**src/rtl/raster_pkg.sv**
```systemverilog
package raster_pkg;

    localparam int CW = 12;          // counter / position width
    localparam int WW = 32;          // timing word width
    localparam int HUNIT_LG = 4;     // horizontal active unit = 2**HUNIT_LG pixels

    typedef logic [CW-1:0] pos_t;
    typedef logic [WW-1:0] word_t;

    typedef enum logic {
        SEL_HORZ = 1'b0,
        SEL_VERT = 1'b1
    } cfg_sel_e;

    typedef enum logic [1:0] {
        PH_ACTIVE,
        PH_FRONT,
        PH_SYNC,
        PH_BACK
    } phase_e;

    // region boundaries of one axis, as positions from the axis origin
    typedef struct packed {
        pos_t act_end;
        pos_t sync_beg;
        pos_t sync_end;
        pos_t total;
    } axis_tm_t;

    typedef struct packed {
        axis_tm_t h;
        axis_tm_t v;
    } frame_tm_t;

    function automatic axis_tm_t lay_out(pos_t act, pos_t fp, pos_t sw, pos_t bp);
        axis_tm_t t;
        t.act_end  = act;
        t.sync_beg = act + fp;
        t.sync_end = t.sync_beg + sw;
        t.total    = t.sync_end + bp;
        return t;
    endfunction

    // horizontal: width in 16-pixel units, every field stored minus one
    function automatic axis_tm_t decode_horz(word_t w);
        pos_t act;
        pos_t fp;
        pos_t sw;
        pos_t bp;
        act = pos_t'({w[7:2], {HUNIT_LG{1'b0}}}) + pos_t'(1 << HUNIT_LG);
        sw  = pos_t'(w[15:8])  + pos_t'(1);
        fp  = pos_t'(w[23:16]) + pos_t'(1);
        bp  = pos_t'(w[31:24]) + pos_t'(1);
        return lay_out(act, fp, sw, bp);
    endfunction

    // vertical: active and sync minus one, porches stored as-is
    function automatic axis_tm_t decode_vert(word_t w);
        pos_t act;
        pos_t fp;
        pos_t sw;
        pos_t bp;
        act = pos_t'(w[9:0])   + pos_t'(1);
        sw  = pos_t'(w[15:10]) + pos_t'(1);
        fp  = pos_t'(w[23:16]);
        bp  = pos_t'(w[31:24]);
        return lay_out(act, fp, sw, bp);
    endfunction

    function automatic phase_e phase_of(pos_t p, axis_tm_t t);
        if (p < t.act_end)       return PH_ACTIVE;
        else if (p < t.sync_beg) return PH_FRONT;
        else if (p < t.sync_end) return PH_SYNC;
        else                     return PH_BACK;
    endfunction

endpackage

```
**src/rtl/raster_cfg.sv**
```systemverilog
module raster_cfg
    import raster_pkg::*;
(
    input  logic      clk,
    input  logic      rst,
    input  logic      we,
    input  logic      sel,
    input  word_t     wdata,
    input  logic      reload,
    output frame_tm_t tm
);

    word_t     hw_q, vw_q;
    word_t     hw_n, vw_n;
    frame_tm_t tm_q;

    // next staged words; the handover reads these so a write on the
    // closing clock of a frame still reaches the following frame
    always_comb begin
        hw_n = hw_q;
        vw_n = vw_q;
        if (we) begin
            if (cfg_sel_e'(sel) == SEL_VERT) vw_n = wdata;
            else                             hw_n = wdata;
        end
    end

    always_ff @(posedge clk) begin
        if (rst) begin
            hw_q   <= '0;
            vw_q   <= '0;
            tm_q.h <= decode_horz('0);
            tm_q.v <= decode_vert('0);
        end else begin
            hw_q <= hw_n;
            vw_q <= vw_n;
            if (reload) begin
                tm_q.h <= decode_horz(hw_n);
                tm_q.v <= decode_vert(vw_n);
            end
        end
    end

    assign tm = tm_q;

endmodule

```
**src/rtl/raster_axis.sv**
```systemverilog
module raster_axis
    import raster_pkg::*;
(
    input  logic clk,
    input  logic rst,
    input  logic clr,
    input  logic adv,
    input  logic wrap,
    output pos_t cnt
);

    pos_t cnt_q;

    always_ff @(posedge clk) begin
        if (rst || clr)
            cnt_q <= '0;
        else if (adv)
            cnt_q <= wrap ? '0 : cnt_q + pos_t'(1);
    end

    assign cnt = cnt_q;

endmodule

```
**src/rtl/raster_out.sv**
```systemverilog
module raster_out
    import raster_pkg::*;
(
    input  logic      clk,
    input  logic      rst,
    input  logic      run,
    input  pos_t      hcnt,
    input  pos_t      vcnt,
    input  frame_tm_t tm,
    output logic      line_end,
    output logic      frame_last,
    output logic      hsync,
    output logic      vsync,
    output logic      de,
    output logic      frame_start,
    output logic      vsync_evt
);

    phase_e hph;
    phase_e vph;
    logic   col0;

    always_comb begin
        hph        = phase_of(hcnt, tm.h);
        vph        = phase_of(vcnt, tm.v);
        col0       = (hcnt == '0);
        line_end   = (hcnt == tm.h.total - pos_t'(1));
        frame_last = line_end && (vcnt == tm.v.total - pos_t'(1));
        hsync       = run && (hph == PH_SYNC);
        vsync       = run && (vph == PH_SYNC);
        de          = run && (hph == PH_ACTIVE) && (vph == PH_ACTIVE);
        frame_start = run && col0 && (vcnt == '0);
        vsync_evt   = run && col0 && (vcnt == tm.v.sync_beg);
    end

    // active pixels never overlap the horizontal sync region
    p_de_hsync_excl_r5: assert property (@(posedge clk) disable iff (rst)
        !(de && hsync));

    // frame start is a single-clock pulse
    p_fs_single_r7: assert property (@(posedge clk) disable iff (rst)
        frame_start |=> !frame_start);

    // every rise of vsync carries the event pulse
    p_vs_rise_evt_r8: assert property (@(posedge clk) disable iff (rst)
        $rose(vsync) |-> vsync_evt);

endmodule

```
**src/rtl/raster_tgen.sv**
```systemverilog
module raster_tgen
    import raster_pkg::*;
(
    input  logic          clk,
    input  logic          rst,
    input  logic          scan_en,
    input  logic          cfg_we,
    input  logic          cfg_sel,
    input  logic [WW-1:0] cfg_wdata,
    output logic          hsync,
    output logic          vsync,
    output logic          de,
    output logic [CW-1:0] px_x,
    output logic [CW-1:0] px_y,
    output logic          frame_start,
    output logic          vsync_evt
);

    logic      run_q;
    logic      line_end;
    logic      frame_last;
    logic      reload;
    pos_t      hcnt;
    pos_t      vcnt;
    frame_tm_t tm;

    always_ff @(posedge clk) begin
        if (rst) run_q <= 1'b0;
        else     run_q <= scan_en;
    end

    // working timing refreshes while idle and at each frame boundary
    assign reload = !run_q || frame_last;

    raster_cfg u_cfg (
        .clk    (clk),
        .rst    (rst),
        .we     (cfg_we),
        .sel    (cfg_sel),
        .wdata  (cfg_wdata),
        .reload (reload),
        .tm     (tm)
    );

    raster_axis u_hcnt (
        .clk  (clk),
        .rst  (rst),
        .clr  (!scan_en),
        .adv  (run_q),
        .wrap (line_end),
        .cnt  (hcnt)
    );

    raster_axis u_vcnt (
        .clk  (clk),
        .rst  (rst),
        .clr  (!scan_en),
        .adv  (run_q && line_end),
        .wrap (frame_last),
        .cnt  (vcnt)
    );

    raster_out u_out (
        .clk         (clk),
        .rst         (rst),
        .run         (run_q),
        .hcnt        (hcnt),
        .vcnt        (vcnt),
        .tm          (tm),
        .line_end    (line_end),
        .frame_last  (frame_last),
        .hsync       (hsync),
        .vsync       (vsync),
        .de          (de),
        .frame_start (frame_start),
        .vsync_evt   (vsync_evt)
    );

    assign px_x = hcnt;
    assign px_y = vcnt;

    // working timing is frozen inside a running frame
    p_cfg_frozen_r9: assert property (@(posedge clk) disable iff (rst)
        (run_q && scan_en && !frame_last) |=> $stable(tm));

    // a clock after the enable is seen low, everything is quiet
    p_idle_quiet_r10: assert property (@(posedge clk) disable iff (rst)
        $past(!scan_en) |-> (px_x == '0 && px_y == '0 && !hsync && !vsync
                             && !de && !frame_start && !vsync_evt));

    // column never runs past the line length
    p_x_bound_r11: assert property (@(posedge clk) disable iff (rst)
        px_x < tm.h.total);

endmodule

```
**config.mk**
```make
export PLATFORM = sky130hd
export DESIGN_NAME = raster_tgen
export DESIGN_NICKNAME = d
export VERILOG_FILES = /design/src/rtl/raster_pkg.sv /design/src/rtl/raster_cfg.sv /design/src/rtl/raster_axis.sv /design/src/rtl/raster_out.sv /design/src/rtl/raster_tgen.sv
export SDC_FILE = /design/constraint.sdc
export NUM_CORES = 1
export LEC_CHECK = 0
export BUFFER_PORTS_ARGS = -buffer_cell sky130_fd_sc_hd__buf_2
export CORE_UTILIZATION = 60
export CTS_BUF_LIST = sky130_fd_sc_hd__clkbuf_4
export CTS_CLUSTER_DIAMETER = 200
export DETAILED_ROUTE_END_ITERATION = 8
export HOLD_SLACK_MARGIN = 0.12
export PLACE_DENSITY = 0.79
export SLEW_MARGIN = 25
export SYNTH_ARGS = -nofsm -noshare
export SYNTH_HDL_FRONTEND = slang
export SYNTH_SLANG_ARGS = --single-unit
```
**constraint.sdc**
```tcl
create_clock -name clk -period 10.2 [get_ports clk]
set_input_delay 1.02 -clock clk [delete_from_list [all_inputs] [get_ports clk]]
set_output_delay 1.02 -clock clk [all_outputs]
set_load 0.01 [all_outputs]
```
==> results.py, run 1 <==
metrics = {
    "outcome": {
        "status": "finished clean",
    },
    "route": {
        "drt_first_pass_iters": 5,
        "drc": 0,
        "first_iter_violations": 640,
        "ant_nets": 0,
        "wl_per_cell_um": 16.91,
        "routed_via_density": 5.866,
        "postRouteWirelength_um": 29740,
        "dr_total_vias": 10320,
    },
    "finish": {
        "regArea_mm2": 0.003543,
        "fillers": 1629,
        "drive_above_1_share_pct": 9.218,
        "areaGrowthSynthToFinish_pct": 6.420,
        "multi_input_area_mm2": 0.007595,
        "layout.nets": 1646,
    },
    "synth": {
        "syn_inst": 1452,
        "synth_ff_type": "dfxtp_1",
        "synthXorXnorAreaFrac_pct": 9.339,
        "synth-simple-area-share_pct": 19.97,
        "syn-num-nets": 1614,
        "ys_top_cells_by_count": "186 x nand2_1, 177 x dfxtp_1, 130 x nor2_1, 119 x ha_1, 117 x a21oi_1",
        "yosysUniqueCellTypes": 73,
        "synthAdderAreaFrac_pct": 13.65,
        "yosysTopAreaCellShare_pct": 30.05,
        "ys_warn_count": 0,
        "synth_most_common_cell": "nand2_1",
        "async_reset_ff_share_pct": 0,
        "synth_top_family_by_area": "simple AND/OR/NAND/NOR gates",
        "yosysSeqAreaShare_pct": 30.05,
        "synth-seq-cells": 177,
        "synth_area_leader_cell": "dfxtp_1",
        "synth.area.mux_share_pct": 5.136,
        "synth-compound-area-share_pct": 16.27,
        "synth_area_mm2": 0.01179,
        "synthTopCellsByArea": "dfxtp_1 30%, ha_1 13%, nand2_1 5.9%",
        "avgSynthCellArea_um2": 8.120,
        "synth-edff-count": 0,
    },
    "clock_tree": {
        "h-tree-depth": 4,
        "cts_buffer_depth": 2,
        "cts_made_buffers": 17,
        "cts-root-buf": "clkbuf_4",
        "clkTransAtPathRegs_ns": 0.13,
        "cts_tree": "done",
        "hold_buffers": 0,
        "cts_setup_buffers": 0,
        "clkSinkCount": 177,
        "cts-resized-gates": 0,
        "clock_latency_ns": 0.60,
    },
    "sta": {
        "hold_violations": 0,
        "relSlewSlack_pct": 30.72,
        "rsz0062_at_grt": "false",
        "drv_slew": 0,
        "fmax_ghz": 0.1782,
        "worstMarginPinSlew_ns": 1.039,
        "clock_skew_ns": 0.02676,
        "period_share_pct": 55.03,
        "layout_min_cycle_time_ns": 5.613,
        "setup_viol": 0,
        "tns_ns": 0,
    },
    "pwr": {
        "p_leak_nw": 5.669,
        "power_density_mw_per_mm2": 148.5,
        "totalPowerFinal_w": 0.001863,
        "ir_drop_uv": 83.78,
    },
    "placement": {
        "globalplace.congestion": 0.9453,
        "place_hpwl_um": 22480,
        "port_buffers": 65,
    },
    "worst_setup_path": {
        "crit_end": "u_cfg.tm[58]",
        "cp.required_ns": 10.70,
        "arrival_ns": 6.11,
        "rr_worst_depth": 21,
        "r2r_end": "u_cfg.tm[10]",
        "startpoint": "cfg_sel",
        "end_kind": "flop",
        "r2r-start": "u_cfg.vw_q[0]",
        "crit_path_cell_trace": "buf_2, nand2b_2, mux2i_1, inv_1, ha_1, nor3b_1, xnor2_1, ha_1, fa_1, xor2_1, ha_1, or2_2, o31a_1, nand2_1, xnor2_1, ha_1, o21a_1, o31a_1, o21ai_0, xnor2_1, a211oi_1",
        "ff2ff_setup_slack_ns": 5.53,
        "crit_fanout": 38,
        "slowest_stage": "nand2b_2",
        "slowest_delay_ns": 0.85,
        "cp-start-kind": "input pin",
        "critPathKind": "in -> reg",
        "critPathMostFrequentCell": "ha_1",
    },
    "global_routing": {
        "grt_pass1_vias": 9375,
        "grt_max_degree": 87,
        "grt_pass1_wl_um": 47690,
        "antenna_found_initial": 1,
        "track_usage_pct": 30.12,
        "grt_overflow": 0,
    },
    "floorplan": {
        "die-area_mm2": 0.02022,
        "die-width_um": 142.2,
        "ios": 66,
        "rows": 50,
        "die_h_um": 142.2,
        "start_util_pct": 62.20,
        "core_region_area_mm2": 0.01896,
    },
    "worst_hold_path": {
        "hp-class": "reg -> reg",
        "hold_depth": 2,
    },
    "job": {
        "maxCapViolCount": 0,
    },
}
-- cell type report --
class | count | share of cell area, %
multi-input combinational | 1110 | 60.53
sequential | 177 | 28.24
inverter | 107 | 3.201
timing repair buffer | 71 | 2.972
tap | 260 | 2.593
clock inverter | 13 | 1.286
clock buffer | 19 | 1.137
antenna | 2 | 0.03989
-- where the power goes --
group	internal (W)	switching [W]	total, W	leakage, nW
clock	0.000176	0.000256	0.000431	0.157
sequential	0.000755	0.0000530	0.000808	1.45
combinational	0.000268	0.000356	0.000624	4.06
total	0.00120	0.000664	0.00186	5.67
-- cell families (layout without fill, tap and decap cells) --
family          after synthesis  count (layout)
simple gates                500             500
compound gates              303             303
flops                       177             177
buf+inv                     165             210
fa+ha+maj                   125             125
xor+xnor                    124             124
mux                          58              58
other cells                   0               2
-- cell usage in the layout, fill, tap and decap left out, types with 20 or more instances in the layout --
master	count
xor2_1	46
a211oi_1	24
nand3_1	29
a21o_1	37
buf_2	64
mux2_2	20
nor3_1	28
mux2i_1	38
nand2_1	186
o21ai_0	40
nor2_1	130
inv_1	107
ha_1	119
dfxtp_1	177
xnor2_1	77
a21oi_1	117
-- state kept, by name (all words and copies together), names as in the netlist --
register    count
u_cfg.tm       90
u_vcnt.cnt     12
run_q           1
u_hcnt.cnt     12
u_cfg.vw_q     32
u_cfg.hw_q     30
-- through the flow --
step	instances	hold slack [ns]	util (%)	cell area, µm²	setup WS (ns)
floorplan	1452	0.4279	-	11790	4.395
global placement	1725	0.4391	64.56	12240	4.216
detailed placement	1725	0.4432	64.56	12240	4.014
CTS	1757	0.4614	66.16	12540	4.643
global route	1758	0.4732	66.18	12540	4.149
finish	1759	0.4580	66.19	12550	4.587
-- layer usage --
metal / track usage, % / part of all wire, %
met3: 4.374 / 6.0
met4: 9.621 / 2.0
met1: 42.33 / 47
met2: 47.37 / 45
met5: 0 / 0
-- worst max-delay path: cells and delay by family --
family | cells | cell delay, ns
fa+ha+maj | 5 | 1.49
compound gates | 5 | 0.83
buf+inv | 2 | 0.29
mux | 1 | 0.43
xor+xnor | 4 | 0.63
simple gates | 4 | 1.39
-- worst min-delay path by stage --
stage | start | endpoint
2_1_floorplan | u_cfg.tm[35] | u_cfg.tm[35]
3_3_place_gp | u_cfg.tm[75] | u_cfg.tm[75]
3_5_place_dp | u_cfg.tm[79] | u_cfg.tm[79]
4_1_cts | u_cfg.tm[75] | u_cfg.tm[75]
5_1_grt | u_cfg.tm[75] | u_cfg.tm[75]
6_report | u_cfg.tm[67] | u_cfg.tm[67]
Note: power is estimated with default switching activity, not from simulation.
==> run 2, diff against run 1 <==
--- a/config.mk
+++ b/config.mk
@@ -6,7 +6,7 @@
 export NUM_CORES = 1
 export LEC_CHECK = 0
 export BUFFER_PORTS_ARGS = -buffer_cell sky130_fd_sc_hd__buf_2
-export CORE_UTILIZATION = 60
+export CORE_UTILIZATION = 58
 export CTS_BUF_LIST = sky130_fd_sc_hd__clkbuf_4
 export CTS_CLUSTER_DIAMETER = 200
 export DETAILED_ROUTE_END_ITERATION = 8
==> constraint.sdc (replaced) <==
create_clock -name clk -period 4.9 [get_ports clk]
set_input_delay 0.49 -clock clk [delete_from_list [all_inputs] [get_ports clk]]
set_output_delay 0.49 -clock clk [all_outputs]
set_load 0.01 [all_outputs]
==> run 2 against run 1 <==
Net effect:
- clock power increased by 73%
- worst hold slack got worse by 0.27 ns
- critical path depth is 1 higher
- highest routed layer unchanged
- power rose by 100%
- count of clock-buffer cells in the layout is the same
- flip-flop and latch count stayed put
==> results.py, run 2 (synthesized netlist as in run 1, its figures left out) <==
metrics = {
    "outcome": {
        "status": "finished clean",
    },
    "sta": {
        "period_share_pct": 90.22,
        "worstMarginPinSlew_ns": 0.7911,
        "relSlewSlack_pct": 47.26,
        "rsz0062_at_grt": "false",
        "clock_skew_ns": 0.02075,
        "drv_slew": 0,
        "final.setup.worst_slack_ns": 0.4793,
        "layout_min_cycle_time_ns": 4.421,
        "fmax_ghz": 0.2262,
        "setup_viol": 0,
        "hold_violations": 0,
        "holdWs_ns": 0.1907,
    },
    "floorplan": {
        "die-area_mm2": 0.02090,
        "ios": 66,
        "rows": 51,
        "start_util_pct": 59.79,
        "die_h_um": 144.6,
        "core_region_area_mm2": 0.01972,
        "die-width_um": 144.6,
    },
    "finish": {
        "drive_above_1_share_pct": 11.93,
        "layout_common_cells": "186 x nand2_1, 177 x dfxtp_1, 130 x nor2_1",
        "largest_reg_flops": 90,
        "final_common_cell": "nand2_1",
        "layout.nets": 1691,
        "areaGrowthSynthToFinish_pct": 8.744,
    },
    "clock_tree": {
        "cts-root-buf": "clkbuf_4",
        "h-tree-depth": 4,
        "cts_made_buffers": 17,
        "cts_tree": "done",
        "cts_buffer_depth": 2,
        "clkTransAtPathRegs_ns": 0.14,
        "clkSinkCount": 177,
        "hold_buffers": 0,
        "clock_latency_ns": 0.60,
    },
    "placement": {
        "dp_slack_ns": -0.0001079,
        "place_hpwl_um": 22900,
        "globalplace.congestion": 0.9476,
        "port_buffers": 65,
    },
    "route": {
        "dr_total_vias": 10490,
        "routed_via_density": 5.803,
        "drc": 0,
        "ant_nets": 0,
        "first_iter_violations": 776,
        "wl_per_cell_um": 16.52,
        "postRouteWirelength_um": 29860,
        "drt_first_pass_iters": 7,
    },
    "worst_setup_path": {
        "crit_path_cell_trace": "mux2_2, buf_4, inv_1, ha_1, inv_1, fa_1, nand2b_1, a21oi_1, nor2_1, ha_1, o21a_1, o31a_1, o21ai_0, a21boi_0, a21oi_1, ha_1, o21ai_1, nand2b_1, a21oi_1, buf_4, xnor2_1, a211oi_1",
        "ff2ff_setup_slack_ns": 0.48,
        "end_kind": "flop",
        "r2r-start": "u_cfg.vw_q[0]",
        "rr_worst_depth": 22,
        "crit_end": "u_cfg.tm[8]",
        "startpoint": "u_cfg.vw_q[0]",
        "arrival_ns": 4.92,
        "r2r_end": "u_cfg.tm[8]",
        "cp-start-kind": "flop",
        "crit_fanout": 5,
        "slowest_stage": "fa_1",
        "critPathKind": "reg -> reg",
        "cp.required_ns": 5.40,
        "slowest_delay_ns": 0.41,
    },
    "global_routing": {
        "grt_pass1_vias": 9651,
        "top_usage_layer": "met2",
        "grt_max_degree": 64,
        "use_met2_pct": 47.80,
        "grt_overflow": 0,
        "grt_pass1_wl_um": 48270,
        "grt_use_met1_pct": 41.41,
        "use_met3_pct": 3.907,
        "track_usage_pct": 29.71,
        "antenna_found_initial": 1,
    },
    "pwr": {
        "p_leak_nw": 5.849,
        "power_density_mw_per_mm2": 295.0,
        "ir_drop_uv": 156.8,
    },
    "job": {
        "maxCapViolCount": 0,
    },
    "worst_hold_path": {
        "hp-class": "in -> reg",
    },
}
[run 2: cell count changes in the layout (fill, tap and decap cells not counted), sizes merged]
cell,before,now
diode,2,1
bufinv,3,0
buf,71,116
clkinv,5,8
[run 2: critical path: cells and delay by family (launching register included)]
kind | cells | cell delay [ns]
muxes | 1 | 0.28
and+or+nand+nor | 3 | 0.37
buffers and inverters | 4 | 0.46
xor gates and xnor gates | 1 | 0.06
AOI/OAI and AO/OA | 9 | 1.57
adders and majority gates | 4 | 1.24
DFF | 1 | 0.34
[run 2: worst min-delay path by stage]
stage,from,to,depth (start not counted)
2_1_floorplan,u_cfg.tm[35],u_cfg.tm[35],2
3_3_place_gp,u_cfg.tm[35],u_cfg.tm[35],2
3_5_place_dp,u_cfg.tm[67],u_cfg.tm[67],2
4_1_cts,cfg_wdata[3],u_cfg.hw_q[3],3
5_1_grt,cfg_wdata[28],u_cfg.hw_q[28],3
6_report,cfg_wdata[28],u_cfg.hw_q[28],3
[run 2: power by group]
group / internal (W) / switching [W] / leakage, nW / total [W]
sequential: 0.00157 / 0.000112 / 1.45 / 0.00168
clock: 0.000211 / 0.000535 / 0.126 / 0.000746
combinational: 0.000601 / 0.000753 / 4.27 / 0.00135
[run 2: per-stage QoR]
step / cell area (µm²) / power, W / cells / util, % / TNS [ns]
floorplan: 11800 / 0.002687 / 1452 / - / 0
global placement: 12590 / 0.002985 / 1775 / 63.83 / 0
detailed placement: 12590 / 0.003038 / 1775 / 63.83 / -0.0001079
CTS: 12820 / 0.003776 / 1807 / 65.01 / 0
global route: 12820 / 0.004028 / 1808 / 65.02 / 0
finish: 12820 / 0.003783 / 1808 / 65.02 / 0
[run 2: area by class of cell]
class	instances	area (µm²)
clock inverter	13	90.09
timing repair buffer	116	710.7
multi-input combinational	1110	7599
clock buffer	19	142.6
tap	265	331.6
sequential	177	3543
inverter	107	401.6
antenna	1	2.502
fill	1683	6897
[run 2: what timing repair did]
action	in CTS	in global routing
endpoints found under the setup margin	0	1
resized for setup	0	1
buffers inserted	0	0
[run 2: metal layers]
| layer | vias up | part of all wire (%) |
|---|---|---|
| met4 | 0 | 1.9 |
| li1 | 5175 | - |
| met2 | 342 | 45 |
| met1 | 4932 | 46 |
| met3 | 42 | 6.3 |
| met5 | - | 0 |
